## src/rtl/sweep_ctl_pkg.sv

```systemverilog
package sweep_ctl_pkg;

    typedef enum logic [1:0] {
        ST_IDLE  = 2'd0,
        ST_SWEEP = 2'd1,
        ST_DRAIN = 2'd2,
        ST_DONE  = 2'd3
    } sweep_state_e;

    localparam logic [1:0] WSEL_X_ONLY = 2'b01;
    localparam logic [1:0] WSEL_Y_ONLY = 2'b10;

    typedef struct packed {
        logic need_dst;
        logic x_new;
        logic y_new;
    } sweep_mode_t;

    function automatic sweep_mode_t decode_mode(input logic need, input logic [1:0] sel);
        sweep_mode_t m;
        m.need_dst = need;
        case (sel)
            WSEL_X_ONLY: begin m.x_new = 1'b1; m.y_new = 1'b0; end
            WSEL_Y_ONLY: begin m.x_new = 1'b0; m.y_new = 1'b1; end
            default:     begin m.x_new = 1'b1; m.y_new = 1'b1; end
        endcase
        return m;
    endfunction

endpackage

```

## src/rtl/sweep_sequencer.sv

```systemverilog
module sweep_sequencer
    import sweep_ctl_pkg::*;
#(
    parameter int N_WORDS = 8,
    parameter int ADDR_W  = 3
) (
    input  logic              clk,
    input  logic              rst_n,
    input  logic              start,
    output sweep_state_e      state,
    output logic [ADDR_W-1:0] addr,
    output logic              phase,
    output logic              accept
);
    localparam logic [ADDR_W-1:0] LAST_ADDR = ADDR_W'(N_WORDS - 1);

    typedef struct packed {
        sweep_state_e      state;
        logic [ADDR_W-1:0] addr;
        logic              phase;
    } seq_t;

    seq_t seq_d, seq_q;
    logic accept_d;

    always_comb begin
        seq_d    = seq_q;
        accept_d = 1'b0;
        case (seq_q.state)
            ST_IDLE: begin
                if (start) begin
                    seq_d.state = ST_SWEEP;
                    seq_d.addr  = '0;
                    seq_d.phase = 1'b0;
                    accept_d    = 1'b1;
                end
            end
            ST_SWEEP: begin
                if (!seq_q.phase) begin
                    seq_d.phase = 1'b1;
                end else begin
                    seq_d.phase = 1'b0;
                    if (seq_q.addr == LAST_ADDR) begin
                        seq_d.state = ST_DRAIN;
                    end else begin
                        seq_d.addr = seq_q.addr + ADDR_W'(1);
                    end
                end
            end
            ST_DRAIN: seq_d.state = ST_DONE;
            default:  seq_d.state = ST_IDLE;
        endcase
    end

    always_ff @(posedge clk) begin
        if (!rst_n) begin
            seq_q <= '{state: ST_IDLE, addr: '0, phase: 1'b0};
        end else begin
            seq_q <= seq_d;
        end
    end

    assign state  = seq_q.state;
    assign addr   = seq_q.addr;
    assign phase  = seq_q.phase;
    assign accept = accept_d;

    // the address never passes the last word during the sweep
    p_addr_in_range_r2: assert property (@(posedge clk) disable iff (!rst_n)
        (seq_q.state == ST_SWEEP) |-> (seq_q.addr <= LAST_ADDR));

    // draining only begins after the last address's second slot
    p_drain_after_last_r7: assert property (@(posedge clk) disable iff (!rst_n)
        (seq_q.state == ST_SWEEP && seq_q.phase && seq_q.addr == LAST_ADDR)
        |=> (seq_q.state == ST_DRAIN));

endmodule

```

## src/rtl/sweep_mode_latch.sv

```systemverilog
module sweep_mode_latch
    import sweep_ctl_pkg::*;
(
    input  logic        clk,
    input  logic        rst_n,
    input  logic        capture,
    input  logic        need_dst,
    input  logic [1:0]  wr_sel,
    output sweep_mode_t mode
);
    sweep_mode_t mode_d, mode_q;

    always_comb begin
        mode_d = mode_q;
        if (capture) begin
            mode_d = decode_mode(need_dst, wr_sel);
        end
    end

    always_ff @(posedge clk) begin
        if (!rst_n) begin
            mode_q <= '0;
        end else begin
            mode_q <= mode_d;
        end
    end

    assign mode = mode_q;

    // at least one half always takes new data after a capture
    p_some_half_new_r6: assert property (@(posedge clk) disable iff (!rst_n)
        capture |=> (mode_q.x_new || mode_q.y_new));

endmodule

```

## src/rtl/sweep_write_stage.sv

```systemverilog
module sweep_write_stage #(
    parameter int ADDR_W = 3
) (
    input  logic              clk,
    input  logic              rst_n,
    input  logic              issue,
    input  logic [ADDR_W-1:0] addr_in,
    output logic              wr_en,
    output logic [ADDR_W-1:0] wr_addr
);
    typedef struct packed {
        logic              valid;
        logic [ADDR_W-1:0] addr;
    } wr_t;

    wr_t wr_d, wr_q;

    always_comb begin
        wr_d.valid = issue;
        wr_d.addr  = issue ? addr_in : wr_q.addr;
    end

    always_ff @(posedge clk) begin
        if (!rst_n) begin
            wr_q <= '0;
        end else begin
            wr_q <= wr_d;
        end
    end

    assign wr_en   = wr_q.valid;
    assign wr_addr = wr_q.addr;

    // two write slots never come back to back
    p_no_back_to_back_r5: assert property (@(posedge clk) disable iff (!rst_n)
        wr_q.valid |=> !wr_q.valid);

endmodule

```

## src/rtl/ilv_sweep_ctl.sv

```systemverilog
module ilv_sweep_ctl
    import sweep_ctl_pkg::*;
#(
    parameter int N_WORDS = 8,
    parameter int ADDR_W  = (N_WORDS > 1) ? $clog2(N_WORDS) : 1
) (
    input  logic              clk,
    input  logic              rst_n,
    input  logic              start,
    input  logic              need_dst,
    input  logic [1:0]        wr_sel,
    output logic              busy,
    output logic              done,
    output logic              src_rd_en,
    output logic [ADDR_W-1:0] src_addr,
    output logic              dst_rd_en,
    output logic [ADDR_W-1:0] dst_rd_addr,
    output logic              dst_wr_en,
    output logic [ADDR_W-1:0] dst_wr_addr,
    output logic              wr_x_new,
    output logic              wr_y_new
);
    sweep_state_e      state;
    logic [ADDR_W-1:0] addr;
    logic              phase;
    logic              accept;
    sweep_mode_t       mode;
    logic              slot_b;

    sweep_sequencer #(.N_WORDS(N_WORDS), .ADDR_W(ADDR_W)) u_seq (
        .clk(clk), .rst_n(rst_n), .start(start),
        .state(state), .addr(addr), .phase(phase), .accept(accept)
    );

    sweep_mode_latch u_mode (
        .clk(clk), .rst_n(rst_n), .capture(accept),
        .need_dst(need_dst), .wr_sel(wr_sel), .mode(mode)
    );

    assign slot_b = (state == ST_SWEEP) && phase;

    sweep_write_stage #(.ADDR_W(ADDR_W)) u_wr (
        .clk(clk), .rst_n(rst_n), .issue(slot_b), .addr_in(addr),
        .wr_en(dst_wr_en), .wr_addr(dst_wr_addr)
    );

    assign src_rd_en   = (state == ST_SWEEP) && !phase;
    assign src_addr    = addr;
    assign dst_rd_en   = slot_b && mode.need_dst;
    assign dst_rd_addr = addr;
    assign wr_x_new    = mode.x_new;
    assign wr_y_new    = mode.y_new;
    assign busy        = (state != ST_IDLE);
    assign done        = (state == ST_DONE);

    // only one bank read per cycle
    p_rd_exclusive_r9: assert property (@(posedge clk) disable iff (!rst_n)
        !(src_rd_en && dst_rd_en));

    // a destination read follows a source read of the same address
    p_dst_follows_src_r3: assert property (@(posedge clk) disable iff (!rst_n)
        src_rd_en && mode.need_dst |=> dst_rd_en && (dst_rd_addr == $past(src_addr)));

    // a write lands two cycles after the source read of its address
    p_wr_after_src_r5: assert property (@(posedge clk) disable iff (!rst_n)
        src_rd_en |=> ##1 dst_wr_en && (dst_wr_addr == $past(src_addr, 2)));

    // done is one cycle long and directly follows a write
    p_done_pulse_r7: assert property (@(posedge clk) disable iff (!rst_n)
        done |-> $past(dst_wr_en) ##1 !done && !busy);

    // the captured mode holds for the whole sweep
    p_mode_stable_r8: assert property (@(posedge clk) disable iff (!rst_n)
        busy && $past(busy) |-> $stable(wr_x_new) && $stable(wr_y_new) && $stable(mode.need_dst));

endmodule

```

## config.mk

```make
export PLATFORM = sky130hd
export DESIGN_NAME = ilv_sweep_ctl
export DESIGN_NICKNAME = d
export VERILOG_FILES = /design/src/rtl/sweep_ctl_pkg.sv /design/src/rtl/sweep_sequencer.sv /design/src/rtl/sweep_mode_latch.sv /design/src/rtl/sweep_write_stage.sv /design/src/rtl/ilv_sweep_ctl.sv
export SDC_FILE = /design/constraint.sdc
export NUM_CORES = 1
export LEC_CHECK = 0
export BUFFER_PORTS_ARGS = -buffer_cell sky130_fd_sc_hd__buf_4
export CAP_MARGIN = 5
export CORE_UTILIZATION = 52
export CTS_CLUSTER_SIZE = 14
export DETAILED_ROUTE_END_ITERATION = 6
export PLACE_DENSITY = 0.81
export SYNTH_ARGS = -nofsm -noshare
export SYNTH_HDL_FRONTEND = slang
export SYNTH_HIERARCHICAL = 1
export SYNTH_SLANG_ARGS = --single-unit
```

## constraint.sdc

```tcl
create_clock -name clk -period 4.1 [get_ports clk]
set_input_delay 0.82 -clock clk [delete_from_list [all_inputs] [get_ports clk]]
set_output_delay 0.82 -clock clk [all_outputs]
set_load 0.05 [all_outputs]
```

Word level (Yosys, flattened, before mapping). Cells that the tools add are included. W data, S select, Z words.

Latch bits: 0. Flip-flop bits (word level): 13. ROM bits: 0. Input bits: 6. Memories: 0. Output and inout bits: 16. Logic and storage cells: 39. Memory bits (writable): 0.

Reductions and logical operators: 10. $lt $le $gt $ge: 0. Multipliers: 0. Equality and inequality tests: 10. Divide/modulo/power cells: 0. $add $sub $neg: 1. Muxes and demuxes: 10. Bitwise operators: 0. Shifts and indexed selects: 0.

Operators with widths (number): $pmux W4 S2 (1); $eq A2 B2 Y1 const B (3); $mux W6 (1); $pmux W2 S3 (1); $mux W5 (1); $eq A2 B1 Y1 const B (2); $ne A2 B1 Y1 const B (2); $ne A2 B2 Y1 const B (2); $pmux W2 S2 (1); $reduce_and A4 Y1 (1); $reduce_bool A2 Y1 (2); $add A3 B1 Y3 const B (1); $eq A3 B3 Y1 const B (1); $logic_and A1 B1 Y1 (3); $mux W1 (3); $mux W3 (1); $reduce_and A3 Y1 (1); $logic_not A2 Y1 (1); $mux W2 (1); $reduce_and A2 Y1 (1); $logic_not A1 Y1 (1).

Logic depth before layout (Yosys ltp). Gate-level depths: netlist (run 1).

Word-level depth: 4. Mapped depth: 6. Depth with buffers taken out: 6.

Modules after synthesis. Netlist (run 1), hierarchy kept.

By module, submodules not included: sweep_sequencer (instances 1, cells an instance 46, area an instance 416.6 um^2); sweep_write_stage (instances 1, cells an instance 11, area an instance 136.4 um^2); sweep_mode_latch (instances 1, cells an instance 11, area an instance 106.4 um^2); ilv_sweep_ctl (instances 1, cells an instance 8, area an instance 63.8 um^2).

Least setup slack after synthesis (run 1). OpenSTA, ideal clock, no wires.

Path type: flip-flop to output port. From: register u_seq.seq_q, in the netlist u_seq/state[0]. To: output src_rd_en. Cell stages (with the launch flop): 2. Buffers on the path: 0. Path slack: 1668 ps. Data required time: 3280 ps. Arrival time: 1612 ps. Path through: dfxtp_1 nor3b_1.

Word-level cells in the longest chain between the ends: 2.

RTL lines: start: declaration (line sweep_sequencer.sv:23) `seq_t seq_d, seq_q;`; start signal: assignment (line sweep_sequencer.sv:57) `seq_q <= '{state: ST_IDLE, addr: '0, phase: 1'b0};`; start signal: assignment (line sweep_sequencer.sv:59) `seq_q <= seq_d;`; $eq A2 B1 Y1 (line ilv_sweep_ctl.sv:47) `assign src_rd_en = (state == ST_SWEEP) && !phase;`; $logic_and A1 B1 Y1 (line ilv_sweep_ctl.sv:47); end: declaration (line ilv_sweep_ctl.sv:14) `output logic src_rd_en,`.

Every way passes these cells.

Final worst setup path (run 1).
From: register u_seq.seq_q, in the netlist u_seq/state[0]. To: output dst_rd_en.

Word-level cells in the longest chain between the ends: 3.

RTL lines: $eq A2 B1 Y1 (line ilv_sweep_ctl.sv:40) `assign slot_b = (state == ST_SWEEP) && phase;`; $logic_and A1 B1 Y1 (line ilv_sweep_ctl.sv:40); $logic_and A1 B1 Y1 (line ilv_sweep_ctl.sv:49) `assign dst_rd_en = slot_b && mode.need_dst;`; end: declaration (line ilv_sweep_ctl.sv:16) `output logic dst_rd_en,`.

Every way passes these cells.

==> results summary, run 1 <==
The run finished with clean final reports. The die is roughly 39 um tall. The power density normalized to cell area is approximately 540 nW/um2.

Post-CTS repair changed the size of 0 cells. The proportion of synthesized flip-flops having asynchronous set or reset came out at 0%. The fraction of the yosys area taken by sequential cells came out at 36.0%. The post-route total power is 484 uW.

The largest fanout of any net on the critical path came out at 10. The worst clock skew is about 0.0089 ns. After layout, the minimum clock period comes to about 2.1 ns.

The pin count of the biggest net entering global routing is 19. The share of Yosys cell area claimed by the top area cell type came out at 36.0%. The net count of the mapped netlist is 89. The number of top-level pins is 22.

The post-route DRC violation count is 0. The reg2reg setup slack is roughly 2.3 ns. For this run the aggregate overflow at the end of global routing stands at 0. The first-iteration detailed-routing DRC count came out at 18.

The CTS tree is built. The routed length per instance came out at 12.8 um. Setup repair after global routing left no endpoint under its margin. Global routing consumed, over all layers together, between 20% and 30% of the routing resources.

The number of nets in the layout is approximately 110. Dividing the detail-routed via count by the number of cells gives ~5.3. The clock net sink count is 13.

The number of pins exceeding their max-slew limit in the final report is 0. The mean area per synthesized cell came out at roughly 9.5 um2. The total non-filler cell area in the finished layout is roughly 900 um2. The placed standard-cell area is roughly 870 um2. The path class of the tightest hold or removal check is reg2reg. STA classifies the critical path startpoint as a flip-flop. The static leakage power is 0.000418 uW. Among all flip-flop cells after synthesis, the most frequent one is sky130_fd_sc_hd__dfxtp_1. The count of port buffers added during placement came out at 21. Counting flops with a built-in enable in the synthesized netlist gives 0. The total negative slack is 0 ns. The maximum buffer depth of the clock tree is 2. The number of different library cells used by synthesis comes to 25. After clock tree synthesis, the clock-pin slew on the worst setup and hold paths is ~0.09 ns.

The initial antenna violation count is 0. The highest clock frequency the design can meet is around 0.48 GHz. The number of failing hold endpoints at the final stage was 0. At the later pin of the worst-skew pair, clock insertion delay measures around 0.27 ns.

By area the synthesized netlist is led by sky130_fd_sc_hd__dfxtp_1 (36%), sky130_fd_sc_hd__ha_1 (12%), sky130_fd_sc_hd__mux2i_1 (11%), sky130_fd_sc_hd__inv_1 (4.7%), sky130_fd_sc_hd__a221oi_2 (4.2%). The number of warning messages in the yosys log came out at 6. The worst hold path begins at u_wr/wr_addr[1]$_SDFFE_PN0P_. The detailed placer's ending HPWL came out at 1.03 mm. The number of buffers inserted to repair setup after CTS is 0. Max-cap violations in this run came to 0. By count the netlist is led by sky130_fd_sc_hd__dfxtp_1 (13), sky130_fd_sc_hd__inv_1 (9), sky130_fd_sc_hd__mux2i_1 (8).

The area added between synthesis and finish came out at 24.6%. The path depth of the worst reg2reg path came out at 5. The via count of the first global-routing pass was just under 500. The share of cells above drive strength 1 is about 31%. The row count came out at 13.

Buffers inserted during clock tree synthesis total 3. The worst supply voltage drop on vdd is 0.000329 V. Synthesis handed over a netlist of 76 instances. The signal arrival time at the worst endpoint came out at around 1.2 ns.

The die covers ~1500 um2. Dividing the final minimum period by the clock period gives roughly half. The origin of the critical flop-to-flop path is u_seq/state[0]$_SDFFE_PN0P_. The hold path depth is 2. The critical path is of the reg2out type.

Setup violations remaining at the end of the flow were counted as 0. Tracing the worst setup path back leads to its startpoint at u_seq/state[0]$_SDFFE_PN0P_. The initial cell density of the core is approximately 56%. The number of levels the H-tree was split into is 1.

The worst register-to-register path ends at u_seq/addr[0]$_SDFFE_PN0P_. The placeable core area came out at around 1300 um2. Detailed routing inserted a total of between 500 and 600 vias. The transition time at the pin with the least slew margin is between 0.4 and 0.5 ns.

The root buffer cell chosen for the clock tree is sky130_fd_sc_hd__clkbuf_4. The quantity of hold-fixing buffers added after cts came out at 0. The detailed-routing iteration count for the pre-antenna-repair pass is 4. The first-pass GRT wire length is around 2.1 mm. The register bit count reported by yosys is 13. The largest area contributor in the netlist is sky130_fd_sc_hd__dfxtp_1. The normalized max-slew margin came out at between 60% and 70%. The antenna violation net count after detailed routing came out at 0.

Data on the critical path is required at its endpoint by between 3 and 4 ns. The weighted congestion reported at the end of routability-driven placement is 0.770. STA classifies the critical path endpoint as an output pin. The final layout contains routed wiring with a total length of roughly 1.4 mm. The worst hold endpoint is u_wr/wr_addr[1]$_SDFFE_PN0P_. The most common cell in the netlist is sky130_fd_sc_hd__dfxtp_1. The die is 39.3 um wide.

The repair_antennas step left the layout with diodes totalling 0. The synthesized netlist occupies a cell area of around 720 um2.
==> metrics by stage <==
stage / setup slack [ns] / hold WS, ns / instances / utilization [%]
floorplan: 1.67 / 0.475 / 76 / -
finish: 2.04 / 0.525 / 112 / 69.2
detailed placement: 2.34 / 0.514 / 108 / 67.1
global placement: 2.36 / 0.499 / 108 / 67.1
global route: 1.97 / 0.550 / 112 / 69.2
CTS: 2.02 / 0.534 / 112 / 69.2
==> metal layers <==
metal / vias to the layer above / wire [um] / track usage, %
li1: 299 / - / -
met1: 272 / 635 / 25.4
met2: 19 / 703 / 35.0
met3: 2 / 77 / 5.11
met4: 0 / 12 / 12.9
met5: - / 0 / 0
==> cells by family after synthesis <==
kind of cell	count (synthesis)	share of synthesized area, %
adder cells (fa/ha/maj)	7	12.1
flip-flops	13	36.0
multiplexers	8	11.1
AND/OR/NAND/NOR	24	19.9
AO/OA/AOI/OAI	11	12.6
buffers and inverters	13	8.30
==> worst max-delay path, cell delays in order, from the launching register on <==
cell and delay [ns]:
sky130_fd_sc_hd__dfxtp_1 0.51, sky130_fd_sc_hd__and4b_1 0.26, sky130_fd_sc_hd__buf_4 0.20
==> where the power goes <==
part / internal [uW] / leakage [uW] / switching (uW) / total [uW]
Sequential: 143 / 0.000106 / 24.2 / 168
Combinational: 90.8 / 0.000294 / 148 / 239
Clock: 36.1 / 0.0000177 / 41.8 / 77.9
Total: 270 / 0.000418 / 214 / 484
==> cell type report <==
cell class,count,area [um2]
inverters,9,33.8
well taps,15,18.8
flip-flops and latches,13,260
fillers,108,400
repair buffers,21,158
multi-input cells,50,403
clock inverters,1,5.00
clock buffers,3,22.5
==> flip-flops by register name, indices dropped and copies added, names as in the netlist <==
name and cells:
u_wr/wr_en 1, u_seq/addr 3, u_seq/state 2, u_seq/phase 1, u_wr/wr_addr 3, u_mode/mode 3
==> placed cells by master (no fill, tap or decap) <==
cell type / n
sky130_fd_sc_hd__a31oi_1: 2
sky130_fd_sc_hd__a21boi_1: 1
sky130_fd_sc_hd__and2b_1: 1
sky130_fd_sc_hd__and3b_2: 1
sky130_fd_sc_hd__o211ai_1: 2
sky130_fd_sc_hd__nor3b_1: 1
sky130_fd_sc_hd__and4b_1: 1
sky130_fd_sc_hd__clkbuf_4: 3
sky130_fd_sc_hd__o21bai_1: 1
sky130_fd_sc_hd__nor2b_1: 4
sky130_fd_sc_hd__inv_1: 9
sky130_fd_sc_hd__a221oi_2: 2
sky130_fd_sc_hd__or2_1: 1
sky130_fd_sc_hd__nand2_1: 7
sky130_fd_sc_hd__a2111oi_0: 1
sky130_fd_sc_hd__clkinv_2: 1
sky130_fd_sc_hd__nand3b_1: 1
sky130_fd_sc_hd__mux2i_1: 8
sky130_fd_sc_hd__o21ai_0: 2
sky130_fd_sc_hd__dfxtp_1: 13
sky130_fd_sc_hd__or3_1: 1
sky130_fd_sc_hd__nand2b_1: 2
sky130_fd_sc_hd__buf_4: 21
sky130_fd_sc_hd__ha_1: 7
sky130_fd_sc_hd__nand3_1: 2
sky130_fd_sc_hd__and2_2: 2
==> worst max-delay path by stage <==
| stage | endpoint | slack, ns | depth (start not counted) |
|---|---|---|---|
| floorplan | src_rd_en | 1.67 | 1 |
| global placement | src_rd_en | 2.36 | 2 |
| detailed placement | dst_rd_en | 2.34 | 2 |
| CTS | dst_rd_en | 2.02 | 2 |
| global route | dst_rd_en | 1.97 | 2 |
| finish | dst_rd_en | 2.04 | 2 |
Power figures use the tool's default switching activity.
==> run 2: changes to the inputs <==
--- a/config.mk
+++ b/config.mk
@@ -5,12 +5,13 @@
 export SDC_FILE = /design/constraint.sdc
 export NUM_CORES = 1
 export LEC_CHECK = 0
+export ABC_AREA = 1
 export BUFFER_PORTS_ARGS = -buffer_cell sky130_fd_sc_hd__buf_4
 export CAP_MARGIN = 5
-export CORE_UTILIZATION = 52
+export CORE_UTILIZATION = 49
 export CTS_CLUSTER_SIZE = 14
 export DETAILED_ROUTE_END_ITERATION = 6
-export PLACE_DENSITY = 0.81
+export PLACE_DENSITY = 0.76
 export SYNTH_ARGS = -nofsm -noshare
 export SYNTH_HDL_FRONTEND = slang
 export SYNTH_HIERARCHICAL = 1
==> constraint.sdc (replaced) <==
create_clock -name clk -period 2.1 [get_ports clk]
set_input_delay 0.42 -clock clk [delete_from_list [all_inputs] [get_ports clk]]
set_output_delay 0.42 -clock clk [all_outputs]
set_load 0.05 [all_outputs]
==> run 2 against run 1 <==
  * Power increased to 3.0 times the previous value
  * Setup slack got worse by 1.6 ns
  * Clock power increased by 100%
  * Flip-flop and latch count unchanged
  * Clock skew increased by 0.0010 ns
  * Sequential power increased by 130%
  * Global-route usage decreased by 2.3 points
  * Critical path type unchanged
  * Largest cell class unchanged
==> results summary, run 2 <==
The share of cells above drive strength 1 came out at a little over a quarter. Counting every sink on the clock net gives 13. The routed length per instance is between 9 and 10 um. The power density normalized to cell area came out at ~1600 nW/um2.

The area added between synthesis and finish is 24.1%. Traced cell by cell, the critical path runs through nand3_2 -> nor2_2 -> buf_4. Setup violations remaining at the end of the flow were counted as 0. The detailed placer's ending HPWL came out at ~1.1 mm. The post-route DRC violation count came out at 0. The flow ran to the end, and the final reports show no timing, DRC or antenna violations. Max-cap violations in this run came to 0. The share of Yosys cell area claimed by the top area cell type is a little over a third. The worst clock skew came out at between 0.009 and 0.01 ns. The global-route usage over all layers came out at about a fifth.

The finished cells cover 927 um2. The final worst-path cycle share is between 70% and 80%. The first detailed-routing pass ran for 4 iterations. During synthesis, Yosys emitted a total of 6 warnings. The first-pass GRT wire length came out at 2.15 mm. The mapped netlist covers roughly 750 um2. STA classifies the critical path startpoint as a flip-flop. The required arrival time at the worst endpoint is about 1.7 ns.

The worst supply voltage drop on vdd is ~0.00086 V. The number of buffers inserted to repair setup after CTS came out at 0. TritonCTS built the clock tree. The reg2reg setup slack came out at 0.65 ns. The cell count after synthesis came out at between 100 and 150. Static timing analysis puts the maximum clock frequency at 0.612 GHz.

The finished layout holds 146 standard cells, fillers aside. The placed standard-cell area is ~900 um2. The pin count of the biggest net entering global routing is 12. Row generation in the floorplan step produced 13 rows. The die is approximately 41 um wide. The number of failing hold endpoints at the final stage came out at 0. Measured along the y axis, the die boundary spans just over 40 um. The remaining global-route overflow came out at 0.

By area the synthesized netlist is led by sky130_fd_sc_hd__dfxtp_1 (35%), sky130_fd_sc_hd__nand2_1 (12%), sky130_fd_sc_hd__ha_1 (12%), sky130_fd_sc_hd__inv_1 (9.0%), sky130_fd_sc_hd__nor2_1 (9.0%). The number of nets in the layout came out at ~150. The antenna diode instance count is 0.

In the layout the commonest cells are sky130_fd_sc_hd__nand2_1 (24), sky130_fd_sc_hd__buf_4 (21), sky130_fd_sc_hd__inv_1 (18), sky130_fd_sc_hd__nor2_1 (18), sky130_fd_sc_hd__dfxtp_1 (13). The normalized max-slew margin is roughly four fifths. The most common cell in the netlist is sky130_fd_sc_hd__nand2_1. The transition time at the pin with the least slew margin is approximately 0.3 ns. The number of pins exceeding their max-slew limit in the final report is 0. The share of the Yosys chip area taken by registers is around a third. The largest single stage delay on the critical path is 0.50 ns. In this run the worst hold path is classified as in2reg. The routing usage on met3 came out at under 10%. The mean area per synthesized cell came out at between 6 and 7 um2. The initial cell density of the core is between 50% and 60%. The most utilized layer in the global route result is met2. The proportion of synthesized flip-flops having asynchronous set or reset is 0%.

After detailed routing, the number of vias per cell comes to ~4.7. Global routing used around 24% of the available met1 tracks. The via count of the first global-routing pass came out at ~550. The antenna violation net count after detailed routing came out at 0.

In this run the worst path has a maximum fanout of 9. CTS built an H-tree with a depth of 1. The capturing element type of the critical path is an output pin. The static leakage power came out at around 0.00050 uW. The synthesized design contains 0 enable-type register cells. After clock tree synthesis, the repair step resized 0 gates. Clock tree synthesis selected as its root buffer the cell sky130_fd_sc_hd__clkbuf_4. The die covers around 1700 um2. The clock input transition at the sequential cells of the worst setup and hold paths is 0.09 ns. The kind of critical path is reg2out.

The largest individual stage delay along the critical path comes from the cell sky130_fd_sc_hd__dfxtp_1. Clock tree synthesis inserted a total of 3 buffers. The synthesized design spends more area on one cell type than any other, namely sky130_fd_sc_hd__dfxtp_1. The via count is 691. The commonest cells after synthesis are sky130_fd_sc_hd__nand2_1 (24), sky130_fd_sc_hd__inv_1 (18), sky130_fd_sc_hd__nor2_1 (18). The total detailed-routing wirelength is about 1.4 mm. The maximum buffer depth of the clock tree is 2. The weighted congestion reported at the end of routability-driven placement is around 0.84. Setup repair after global routing left no endpoint under its margin. The count of different cell masters after synthesis came out at 17. At the end of the flow the core is filled with cells to about 68%. The quantity of hold-fixing buffers added after cts is 0. The initial antenna violation count came out at 0.

The met2 capacity usage during global routing is roughly a third. Buffers placed on the I/O ports in this run total 21. The number of top-level pins came out at 22. The total negative slack is 0 ns. The net count of the mapped netlist is roughly 120. For this run, the leading register cell type out of synthesis is sky130_fd_sc_hd__dfxtp_1. The placeable core area came out at 1370 um2. The library cell used most frequently in the layout, excluding fill and tap cells, is sky130_fd_sc_hd__nand2_1. The synthesized design contains 13 register bits. The signal arrival time at the worst endpoint came out at ~1.2 ns. For the worst-skew pair, the clock arrives at the later sink with an insertion delay of approximately 0.27 ns. The number of placed instances with taps included is roughly 140.

Subtracting the final worst setup slack from the clock period gives between 1.5 and 2 ns. The first-iteration detailed-routing DRC count came out at 7.
## run 2: cell types whose count changed after synthesis, sizes merged, moves of 4 or more
cell,previous run,this run
a21oi,0,4
inv,9,21
mux2i,8,0
nand2,7,28
nand3,2,6
nor2,0,21
nor2b,4,0
## run 2: area by class of cell
type,count,area [um2]
Clock buffer,4,26.3
Fill cell,127,439
Inverter,21,81.3
Multi-Input combinational cell,72,383
Sequential cell,13,260
Tap cell,15,18.8
Timing Repair Buffer,21,158
## run 2: per-stage QoR
stage | hold slack (ns) | total power (uW) | setup slack, ns
global route | 0.408 | 1550 | 0.375
CTS | 0.371 | 1440 | 0.458
finish | 0.376 | 1440 | 0.466
floorplan | 0.463 | 1100 | 0.508
detailed placement | 0.475 | 1280 | 0.658
global placement | 0.458 | 1270 | 0.761
## run 2: kinds of logic after synthesis
logic type,Yosys count,share of synthesized area [%]
adder cells (fa/ha/maj),7,11.7
AND/OR/NAND/NOR,57,34.2
flip-flops,13,34.8
AO/OA/AOI/OAI,8,5.36
buffers and inverters,24,13.9
## run 2: power by group
| group | switching, uW | total [uW] | internal, uW |
|---|---|---|---|
| Clock | 83.6 | 157 | 73.5 |
| Combinational | 616 | 900 | 284 |
| Sequential | 71.3 | 381 | 309 |
## run 2: layer usage
layer	part of all wire, %	vias up
li1	-	368
met1	48	305
met2	47	16
met3	4.2	2
met4	0.36	0
met5	0	-
## run 2: final timing paths
kind | cells after the start | endpoint | from
worst max-delay path | 3 | dst_rd_en | u_seq/state[0]$_SDFFE_PN0P_
worst min-delay path | 3 | u_mode/mode[2]$_SDFFE_PN0P_ | need_dst
worst max register to register | 8 | u_seq/addr[2]$_SDFFE_PN0P_ | u_seq/state[0]$_SDFFE_PN0P_
worst min register to register | 2 | u_wr/wr_addr[2]$_SDFFE_PN0P_ | u_wr/wr_addr[2]$_SDFFE_PN0P_
## run 2: critical path: cells and delay by family (launching register included)
family,cells,cell delay (ns)
flops,1,0.50
simple gates,2,0.24
buf+inv,1,0.19
